===== src/rtl/eex_pkg.sv =====
package eex_pkg;
  localparam int WORD_W     = 16;
  localparam int CTL_RELOAD = 0;
  localparam int CTL_STORE  = 1;
  localparam int CTL_SEL    = 2;
  localparam logic [1:0] OP_READ  = 2'b10;
  localparam logic [1:0] OP_WRITE = 2'b01;
  typedef enum logic [1:0] {Q_IDLE, Q_ISSUE, Q_WAIT} seq_state_t;
  typedef enum logic [2:0] {S_IDLE, S_SHIFT, S_GAP, S_POLL, S_DONE} ser_state_t;
endpackage


===== src/rtl/eex_sclk_gen.sv =====
module eex_sclk_gen #(
  parameter int DIV = 4
) (
  input  logic clk,
  input  logic rst_n,
  input  logic run,
  output logic tick
);
  localparam int CNTW = (DIV > 1) ? $clog2(DIV) : 1;
  localparam logic [CNTW-1:0] LAST = CNTW'(DIV - 1);

  logic [CNTW-1:0] cnt;

  assign tick = run && (cnt == LAST);

  always_ff @(posedge clk or negedge rst_n) begin
    if (!rst_n)             cnt <= '0;
    else if (!run || tick)  cnt <= '0;
    else                    cnt <= cnt + 1'b1;
  end
endmodule


===== src/rtl/eex_serial.sv =====
module eex_serial
  import eex_pkg::*;
#(
  parameter int AW  = 6,
  parameter int DIV = 4
) (
  input  logic              clk,
  input  logic              rst_n,
  input  logic              start,
  input  logic              wr_op,
  input  logic [AW-1:0]     word_addr,
  input  logic [WORD_W-1:0] wdata,
  output logic              done,
  output logic [WORD_W-1:0] rdata,
  output logic              ee_cs,
  output logic              ee_sk,
  output logic              ee_di,
  input  logic              ee_do
);
  localparam int FW = 3 + AW + WORD_W;
  localparam int CW = $clog2(FW + 1);

  ser_state_t    st;
  logic [FW-1:0] sr;
  logic [CW-1:0] left;
  logic          is_wr;
  logic          run;
  logic          tick;

  assign run  = (st == S_SHIFT) || (st == S_GAP) || (st == S_POLL);
  assign done = (st == S_DONE);

  eex_sclk_gen #(.DIV(DIV)) u_gen (
    .clk  (clk),
    .rst_n(rst_n),
    .run  (run),
    .tick (tick)
  );

  always_ff @(posedge clk or negedge rst_n) begin
    if (!rst_n) begin
      st    <= S_IDLE;
      sr    <= '0;
      left  <= '0;
      is_wr <= 1'b0;
      rdata <= '0;
      ee_cs <= 1'b0;
      ee_sk <= 1'b0;
      ee_di <= 1'b0;
    end else begin
      case (st)
        S_IDLE: if (start) begin
          sr    <= {1'b1, (wr_op ? OP_WRITE : OP_READ), word_addr,
                    (wr_op ? wdata : {WORD_W{1'b0}})};
          ee_di <= 1'b1;
          ee_cs <= 1'b1;
          is_wr <= wr_op;
          left  <= CW'(FW);
          st    <= S_SHIFT;
        end
        S_SHIFT: if (tick) begin
          if (!ee_sk) begin
            ee_sk <= 1'b1;
            rdata <= {rdata[WORD_W-2:0], ee_do};
          end else begin
            ee_sk <= 1'b0;
            if (left == CW'(1)) begin
              ee_cs <= 1'b0;
              ee_di <= 1'b0;
              st    <= is_wr ? S_GAP : S_DONE;
            end else begin
              left  <= left - 1'b1;
              sr    <= {sr[FW-2:0], 1'b0};
              ee_di <= sr[FW-2];
            end
          end
        end
        S_GAP: if (tick) begin
          ee_cs <= 1'b1;
          st    <= S_POLL;
        end
        S_POLL: if (tick && ee_do) begin
          ee_cs <= 1'b0;
          st    <= S_DONE;
        end
        default: st <= S_IDLE;
      endcase
    end
  end
endmodule


===== src/rtl/eex_regfile.sv =====
module eex_regfile
  import eex_pkg::*;
#(
  parameter int NW = 6
) (
  input  logic                 clk,
  input  logic                 rst_n,
  input  logic                 cpu_we,
  input  logic [$clog2(NW)-1:0] cpu_idx,
  input  logic [WORD_W-1:0]    cpu_d,
  input  logic                 ld_we,
  input  logic [$clog2(NW)-1:0] ld_idx,
  input  logic [WORD_W-1:0]    ld_d,
  output logic [NW*WORD_W-1:0] q_flat
);
  for (genvar g = 0; g < NW; g++) begin : g_word
    always_ff @(posedge clk or negedge rst_n) begin
      if (!rst_n)
        q_flat[g*WORD_W +: WORD_W] <= '0;
      else if (ld_we && (int'(ld_idx) == g))
        q_flat[g*WORD_W +: WORD_W] <= ld_d;
      else if (cpu_we && (int'(cpu_idx) == g))
        q_flat[g*WORD_W +: WORD_W] <= cpu_d;
    end
  end
endmodule


===== src/rtl/eeprom_xfer_ctrl.sv =====
module eeprom_xfer_ctrl
  import eex_pkg::*;
#(
  parameter int CLK_DIV      = 4,
  parameter int EE_AW        = 6,
  parameter int IA_WORDS     = 3,
  parameter int MAX_BUSY_CYC = 75000
) (
  input  logic                          clk,
  input  logic                          rst_n,
  input  logic                          cpu_we,
  input  logic [$clog2(IA_WORDS+4)-1:0] cpu_addr,
  input  logic [WORD_W-1:0]             cpu_wdata,
  output logic [WORD_W-1:0]             cpu_rdata,
  output logic                          ee_cs,
  output logic                          ee_sk,
  output logic                          ee_di,
  input  logic                          ee_do
);
  localparam int NW      = IA_WORDS + 3;
  localparam int CAW     = $clog2(NW + 1);
  localparam int WIW     = $clog2(NW);
  localparam logic [WIW-1:0] GP_IDX     = WIW'(NW - 1);
  localparam logic [WIW-1:0] GRP_RL_END = WIW'(IA_WORDS + 1);
  localparam logic [WIW-1:0] GRP_ST_END = WIW'(1);

  seq_state_t          q;
  logic                sel;
  logic                op_store;
  logic [WIW-1:0]      cur;
  logic [WIW-1:0]      last;
  logic                busy;
  logic                sh_done;
  logic [WORD_W-1:0]   sh_rdata;
  logic                seq_wr;
  logic                cpu_reg_wr;
  logic                addr_is_reg;
  logic [WIW-1:0]      cpu_idx;
  logic [NW*WORD_W-1:0] rf_flat;
  logic                req_rl;
  logic                req_st;
  logic                req_sel;

  assign busy        = (q != Q_IDLE);
  assign addr_is_reg = (cpu_addr != '0) && (int'(cpu_addr) <= NW);
  assign cpu_idx     = WIW'(cpu_addr - 1'b1);
  assign cpu_reg_wr  = cpu_we && !busy && addr_is_reg;
  assign seq_wr      = (q == Q_WAIT) && sh_done && !op_store;
  assign req_rl      = cpu_wdata[CTL_RELOAD];
  assign req_st      = cpu_wdata[CTL_STORE];
  assign req_sel     = cpu_wdata[CTL_SEL];

  always_ff @(posedge clk or negedge rst_n) begin
    if (!rst_n) begin
      q        <= Q_ISSUE;
      sel      <= 1'b0;
      op_store <= 1'b0;
      cur      <= '0;
      last     <= GRP_RL_END;
    end else begin
      case (q)
        Q_IDLE: if (cpu_we && (cpu_addr == '0)) begin
          sel <= req_sel;
          if (req_rl || req_st) begin
            op_store <= !req_rl;
            cur      <= req_sel ? GP_IDX : '0;
            last     <= req_sel ? GP_IDX : (req_rl ? GRP_RL_END : GRP_ST_END);
            q        <= Q_ISSUE;
          end
        end
        Q_ISSUE: q <= Q_WAIT;
        Q_WAIT: if (sh_done) begin
          if (cur == last) q <= Q_IDLE;
          else begin
            cur <= cur + 1'b1;
            q   <= Q_ISSUE;
          end
        end
        default: q <= Q_IDLE;
      endcase
    end
  end

  eex_serial #(.AW(EE_AW), .DIV(CLK_DIV)) u_ser (
    .clk      (clk),
    .rst_n    (rst_n),
    .start    (q == Q_ISSUE),
    .wr_op    (op_store),
    .word_addr(EE_AW'(cur)),
    .wdata    (rf_flat[cur*WORD_W +: WORD_W]),
    .done     (sh_done),
    .rdata    (sh_rdata),
    .ee_cs    (ee_cs),
    .ee_sk    (ee_sk),
    .ee_di    (ee_di),
    .ee_do    (ee_do)
  );

  eex_regfile #(.NW(NW)) u_rf (
    .clk    (clk),
    .rst_n  (rst_n),
    .cpu_we (cpu_reg_wr),
    .cpu_idx(cpu_idx),
    .cpu_d  (cpu_wdata),
    .ld_we  (seq_wr),
    .ld_idx (cur),
    .ld_d   (sh_rdata),
    .q_flat (rf_flat)
  );

  always_comb begin
    cpu_rdata = '0;
    if (cpu_addr == '0) begin
      if (busy) begin
        cpu_rdata[CTL_RELOAD] = 1'b1;
        cpu_rdata[CTL_STORE]  = 1'b1;
      end else begin
        cpu_rdata[CTL_SEL] = sel;
      end
    end else if (!busy && addr_is_reg) begin
      cpu_rdata = rf_flat[cpu_idx*WORD_W +: WORD_W];
    end
  end

  if (CAW < 1) begin : g_bad_cfg
    initial $error("address width too small");
  end
endmodule


===== config.mk =====
export PLATFORM = sky130hd
export DESIGN_NAME = eeprom_xfer_ctrl
export DESIGN_NICKNAME = d
export VERILOG_FILES = /design/src/rtl/eex_pkg.sv /design/src/rtl/eex_sclk_gen.sv /design/src/rtl/eex_serial.sv /design/src/rtl/eex_regfile.sv /design/src/rtl/eeprom_xfer_ctrl.sv
export SDC_FILE = /design/constraint.sdc
export NUM_CORES = 1
export LEC_CHECK = 0
export BUFFER_PORTS_ARGS = -buffer_cell sky130_fd_sc_hd__buf_4
export CORE_MARGIN = 2
export CORE_UTILIZATION = 60
export CTS_CLUSTER_DIAMETER = 100
export DETAILED_ROUTE_END_ITERATION = 7
export HOLD_SLACK_MARGIN = 0.12
export PLACE_DENSITY = 0.78
export SYNTH_ARGS = -nofsm -noshare
export SYNTH_HDL_FRONTEND = slang
export SYNTH_HIERARCHICAL = 1
export SYNTH_SLANG_ARGS = --single-unit

===== constraint.sdc =====
create_clock -name clk -period 3.2 [get_ports clk]
set_clock_uncertainty 0.05 [all_clocks]
set_input_delay 0 -clock clk [delete_from_list [all_inputs] [get_ports clk]]
set_output_delay 0 -clock clk [all_outputs]
set_load 0.01 [all_outputs]

==> Yosys cells after proc, flatten, opt, wreduce, memory -nomap -nowiden <==
Index checks and enable logic that the tools add are counted.
W data, S select, Z words.
{ "op_classes": {"add_sub_neg": 4, "magnitude_cmp": 1, "n_eq_ne": 30, "shifts": 2, "mux": 63, "bitwise_logic": 1, "reduce_logical": 56} }
{ "ops": {"columns": ["operator", "count"], "rows": [
  ["$mux W16", 14],
  ["$shiftx A96 B8 Y16", 2],
  ["$mux W24", 4],
  ["$pmux W24 S2", 1],
  ["$mux W3", 15],
  ["$eq A3 B3 Y1 const B", 9],
  ["$logic_and A1 B1 Y1", 21],
  ["$mux W5", 4],
  ["$reduce_bool A2 Y1", 9],
  ["$ne A2 B2 Y1 const B", 7],
  ["$mux W13", 1],
  ["$eq A3 B2 Y1 const B", 4],
  ["$logic_not A3 Y1", 4],
  ["$mux W1", 12],
  ["$mux W2", 6],
  ["$pmux W3 S4", 1],
  ["$pmux W5 S2", 1],
  ["$reduce_and A5 Y1", 2],
  ["$reduce_and A3 Y1", 3],
  ["$ne A2 B1 Y1 const B", 4],
  ["$reduce_and A7 Y1", 1],
  ["$pmux W2 S3", 1],
  ["$pmux W3 S2", 1],
  ["$reduce_and A2 Y1", 3],
  ["other kinds (20)", 27]
]} }
{ "word_totals": {"register_bits": 160, "input_bits": 23, "output_inout_bits": 19} }

==> Longest topological paths before layout <==
{ "logic_depth": {"depth_word": 7, "depth_mapped": 12, "ltp_nobuf": 8} }

==> Hierarchy <==
Netlist, hierarchy kept.
{ "by_module_without_submodules": {"columns": ["module", "n_inst", "cells_each", "area_per_inst_um2"], "rows": [
  ["eex_regfile", 1, 426, 4614.4],
  ["eex_serial", 1, 252, 2523.7],
  ["eeprom_xfer_ctrl", 1, 206, 2147.1],
  ["eex_sclk_gen", 1, 6, 91.3]
]} }

==> Least setup slack after synthesis <==
OpenSTA, ideal clock, no wires.
{ "synth_path": {"path_type": "reg-to-reg", "from": "reg u_ser.st[1]", "to": "reg u_ser.sr[14]", "arrival_ns": 2.053, "slack_ns": 0.970, "path_stages_with_launch": 11, "cell_sequence": "dfrtp_1 clkbuf_1 nor2_1 nor2_1 and2_2 nand3_1 o21ai_2 and2_1 buf_2 buf_4 a31oi_1"} }
{ "synth_via": {"elab_chain_cells": 6, "word_cells_on_any_way": 14, "cone_classes": "7 x eq/ne; 1 x mux; 6 x reduce/logical"} }
{ "synth_lines": {"columns": ["element", "line", "source"], "rows": [
  ["start, declared", "eex_serial.sv:23", "ser_state_t st;"],
  ["start signal, assigned", "eex_serial.sv:70", "st <= is_wr ? S_GAP : S_DONE;"],
  ["$eq A3 B1 Y1 or $eq A3 B2 Y1 (tied branches)", "eex_serial.sv:30", "assign run = (st == S_SHIFT) || (st == S_GAP) || (st == S_POLL);"],
  ["$logic_or A1 B1 Y1", "eex_serial.sv:30", null],
  ["$logic_or A1 B1 Y1 *", "eex_serial.sv:30", null],
  ["via u_ser.run", "eex_serial.sv:27", "logic run;"],
  ["$logic_and A1 B1 Y1 *", "eex_sclk_gen.sv:14", "assign tick = run && (cnt == LAST);"],
  ["via u_ser.tick", "eex_serial.sv:28", "logic tick;"],
  ["$ne A2 B1 Y1 (no source line) *", null, null],
  ["$reduce_and A5 Y1 (no source line) *", null, null],
  ["end signal, assigned", "eex_serial.sv:53", "sr <= {1'b1, (wr_op ? OP_WRITE : OP_READ), word_addr,"],
  ["end signal, assigned", "eex_serial.sv:73", "sr <= {sr[FW-2:0], 1'b0};"],
  ["end, declared", "eex_serial.sv:24", "logic [FW-1:0] sr;"]
]} }
Mark *: on every way through the listed nets, which the timed path passes. The rest lies on a longest branch.
A chain may end at the register's enable or synchronous reset.

==> Worst setup path after layout <==
{ "layout_path": {"from": "reg u_ser.st[1]", "to": "reg u_rf.q_flat[9]"} }
{ "layout_via": {"elab_chain_cells": 5, "word_cells_on_any_way": 6, "cone_classes": "1 x eq/ne; 1 x mux; 4 x reduce/logical"} }
{ "layout_lines": {"columns": ["element", "line", "source"], "rows": [
  ["$eq A3 B3 Y1 *", "eex_serial.sv:31", "assign done = (st == S_DONE);"],
  ["via sh_done", "eeprom_xfer_ctrl.sv:33", "logic sh_done;"],
  ["$logic_and A1 B1 Y1 * (2 in series)", "eeprom_xfer_ctrl.sv:48", "assign seq_wr = (q == Q_WAIT) && sh_done && !op_store;"],
  ["via seq_wr", "eeprom_xfer_ctrl.sv:35", "logic seq_wr;"],
  ["$logic_and A1 B1 Y1 *", "eex_regfile.sv:20", "else if (ld_we && (int'(ld_idx) == g))"],
  ["$mux W16 or $reduce_bool A2 Y1 (tied branches)", null, null],
  ["end signal, assigned by index", "eex_regfile.sv:21", "q_flat[g*WORD_W +: WORD_W] <= ld_d;"],
  ["end signal, assigned by index", "eex_regfile.sv:23", "q_flat[g*WORD_W +: WORD_W] <= cpu_d;"],
  ["end, declared", "eex_regfile.sv:14", "output logic [NW*WORD_W-1:0] q_flat"]
]} }
Marked as above.

==> metrics.md <==
| Metric | Value |
|---|---|
| Setup TNS | 0 ns |
| R2R cell count | 8 |
| Nets@finish | between 900 and 1000 |
| Critical path class | register to register |
| Worst hold path class | primary input to async pin |
| Global Route Usage Sum | between 30% and 40% |
| Antenna Cells | 0 |
| Count of final setup violators | 0 |
| Area grow syn2layout | 12.98% |
| Initial antenna violation count | 0 |
| Clock Latency Late Sink | approximately 0.44 ns |
| Period minus WS final | 2.654 ns |
| R2r setup slk | around 0.55 ns |
| Post-synth EDFFs | 0 |
| Clk root buf | clkbuf_16 |
| Cell family with most CP delay | simple AND/OR/NAND/NOR gates |
| Tightest Pin Transition | approximately 1.1 ns |
| Vias | 7352 |
| Clock transition at the registers of the reported paths | 0.07 ns |
| Leak | around 4.6 nW |
| RSZ-0062 raised after global routing | no |
| Placed cell areas | between 9000 and 10000 µm² |
| Max Cap Viol | 0 |
| Remaining global-route overflow | 0 |
| Required @ worst endpoint | 3.52 ns |
| Syn Inst Count | 890 |
| Routability cong. | 0.8569 |
| Most common cell on crit path | nor2_1 |
| Die footprint | 16640 µm² |
| Synth cell types | 68 |
| Post_cts resized | 0 |
| Startpoint types | register |
| Worst EP arrival | 2.97 ns |
| Async set-reset flop share out of synthesis | 100.0% |
| Pwr per Cell Area | about 880 nW/µm² |
| Peak VDD IR | 542.0 µV |
| CP Capture Type | register |
| Largest net degree at the start of global routing | 90 |
| Post-CTS Setup Inserts | 0 |
| R2r endpoint | u_rf/q_flat[9] |
| Initial Utilization | 61.45% |
| Critical path buffer and inverter count | 1 |
| CP max stage cell | dfrtp_1 |
| Cts hold-fix bufs | 24 |
| Status | complete, no violations |
| Peak Freq | ~380 MHz |
| Crit path to | u_rf/q_flat[9] |
| FP Rows | 45 |
| H-tree Lvls | 4 |
| Reg2reg start | u_ser/st[1] |
| DP HPWL | 14.79 mm |
| ANT nets after route | 0 |
| Core Area | 15260 µm² |
| Filler instances | ~1100 |
| DRC viols | 0 |
| Worst setup startpoint | u_ser/st[1] |
| Die span in x | 129.0 µm |
| Avg Cell Area, Syn | ~11 µm² |
| First-pass DRT Iterations | 5 |
| Die H | 129.0 µm |
| DRT Wirelength | 24.47 mm |
| Stages on the worst setup path | 8 |
| Ports | 42 |
| Synth Flop Type | dfrtp_1 |
| Synth Register Bits | 159 |
| Post-DR wirelength/cell | about 21 µm |
| CTS tree | built |
| CTS sink cnt | around 160 |
| Clock Path Buffers | 2 |
| Power Total | 0.009298 W |
| Max-slew violations | 0 |
| Crit-path max FO | 24 |
| Seq/Total Area, Yosys | a little over two fifths |
| Critical path's largest stage delay | roughly 0.54 ns |
| Syn Std Cell Area | roughly 9400 µm² |
| Vias in the first global route | approximately 7300 |
| IO Port Bufs | 41 |
| Period Utilization, post-route | 82.94% |
| Max_slew headroom | 24.46% |
| Fin area | 10590 µm² |
| First-pass GRT wire length | 39.38 mm |
| Hold Vio Cnt, Final | 0 |
| Share of layout cells above drive strength 1 | 18.89% |
| Vias per cell | 6.316 |
| Crit-path cells | nor2_1, and2_1, nand3b_1, nor2_1, nor4b_4, buf_4, nand2_1, o21ai_2 |
| Cts bufs inserted | 17 |
| Drt initial violations | 787 |
| YS warnings | 6 |
==> cells in the mapped netlist, types with 3 or more instances <==
library cell  count  area [µm²]
a21oi_1          66       330.3
nor2_1           51       191.4
and4bb_1          4       50.05
mux4_1            7       183.9
o22ai_1          18       112.6
nor3_1            5       25.02
mux2_1            9       101.4
o21ai_2          21       183.9
a21o_1            3       22.52
or2_1             3       18.77
nor2b_1           3       18.77
buf_6            10       112.6
nand2_1         117       439.2
o21ai_1          57       285.3
buf_8             3       45.04
mux4_2           25       563.0
ha_1              7       87.58
o21ai_0           3       15.01
buf_2            18       90.09
clkbuf_2          3       15.01
a31oi_1          31       193.9
a2bb2oi_1         3       26.28
clkbuf_1         21       78.83
and2_1            3       18.77
inv_1            24       90.09
nand4b_1          4       35.03
dfrtp_1         157        3929
mux2i_1         126        1261
nand2b_1          8       50.05
nand3_1          17       85.08
buf_4             8       60.06
mux2_4            9       135.1
==> cell usage in the layout (no fill, tap or decap), types with 17 or more instances in the layout <==
cell type and n:
mux2i_1 126, a21oi_1 66, dfrtp_1 156, nand2_1 117
dlygate4sd3_1 24, nand3_1 17, o21ai_1 57, nor2_1 50
mux4_2 25, o21ai_2 21, clkbuf_16 17, inv_1 24
a31oi_1 31, o22ai_1 18, buf_4 68
==> metal layers <==
metal | routed length [µm] | vias to the layer above | share of wire, % | global-route usage (%)
li1 | - | 3327 | - | -
met2 | 11940 | 341 | 49 | 49.86
met1 | 9894 | 3621 | 40 | 42.65
met4 | 745 | 0 | 3.0 | 14.58
met3 | 1894 | 63 | 7.7 | 4.748
met5 | 0 | - | 0 | 0
==> sequential cells by signal, indices dropped and copies added, names as in the netlist, 2 cells and up <==
register,cells
u_rf/q_flat,96
u_ser/u_gen/cnt,2
last,2
u_ser/st,3
q,2
u_ser/rdata,16
u_ser/left,5
cur,3
u_ser/sr,24
==> layout make-up <==
type / instances / area, µm² / share of cell area [%]
Clock inverter: 14 / 147.6 / 1.394
Timing Repair Buffer: 94 / 782.0 / 7.382
Clock buffer: 18 / 429.2 / 4.051
Sequential cell: 159 / 3983 / 37.59
Multi-Input combinational cell: 642 / 4888 / 46.14
Inverter: 26 / 100.1 / 0.9448
Tap cell: 211 / 264.0 / 2.492
==> worst min-delay path by stage <==
stage                             end  slack (ns)  cells after the start
after floorplan                cur[0]       -0.35                      0
after global placement         cur[1]        0.07                      1
after detailed placement       cur[1]        0.07                      1
after CTS                 u_ser/ee_cs        0.18                      2
after global routing           cur[1]        0.23                      2
final                          cur[1]        0.15                      2
==> cell families after synthesis <==
| logic type | after synthesis | synth area share [%] |
|---|---|---|
| simple gates | 235 | 12.42 |
| compound gates | 216 | 14.00 |
| mux | 178 | 24.18 |
| flops | 159 | 42.46 |
| buf+inv | 91 | 5.605 |
| fa+ha+maj | 7 | 0.9340 |
| xor+xnor | 3 | 0.3604 |
| other cells | 1 | 0.03999 |
==> per-stage QoR <==
step                util [%]  setup slack [ns]  hold slack, ns  std cells
global route           69.43            0.2919          0.2259       1164
floorplan                  -            0.9699         -0.3456        892
CTS                    69.43            0.5852          0.1754       1164
detailed placement     64.08            0.6304         0.07245       1108
global placement       64.08            0.7413         0.07059       1108
finish                 69.43            0.5460          0.1509       1164
==> report_power, final <==
part | internal [W] | leakage (nW) | switching [W]
Clock | 0.00110 | 0.274 | 0.000905
Combinational | 0.00178 | 2.49 | 0.00171
Sequential | 0.00289 | 1.86 | 0.000917
Total | 0.00577 | 4.62 | 0.00353
No activity file was read; power rests on OpenSTA's default activity.
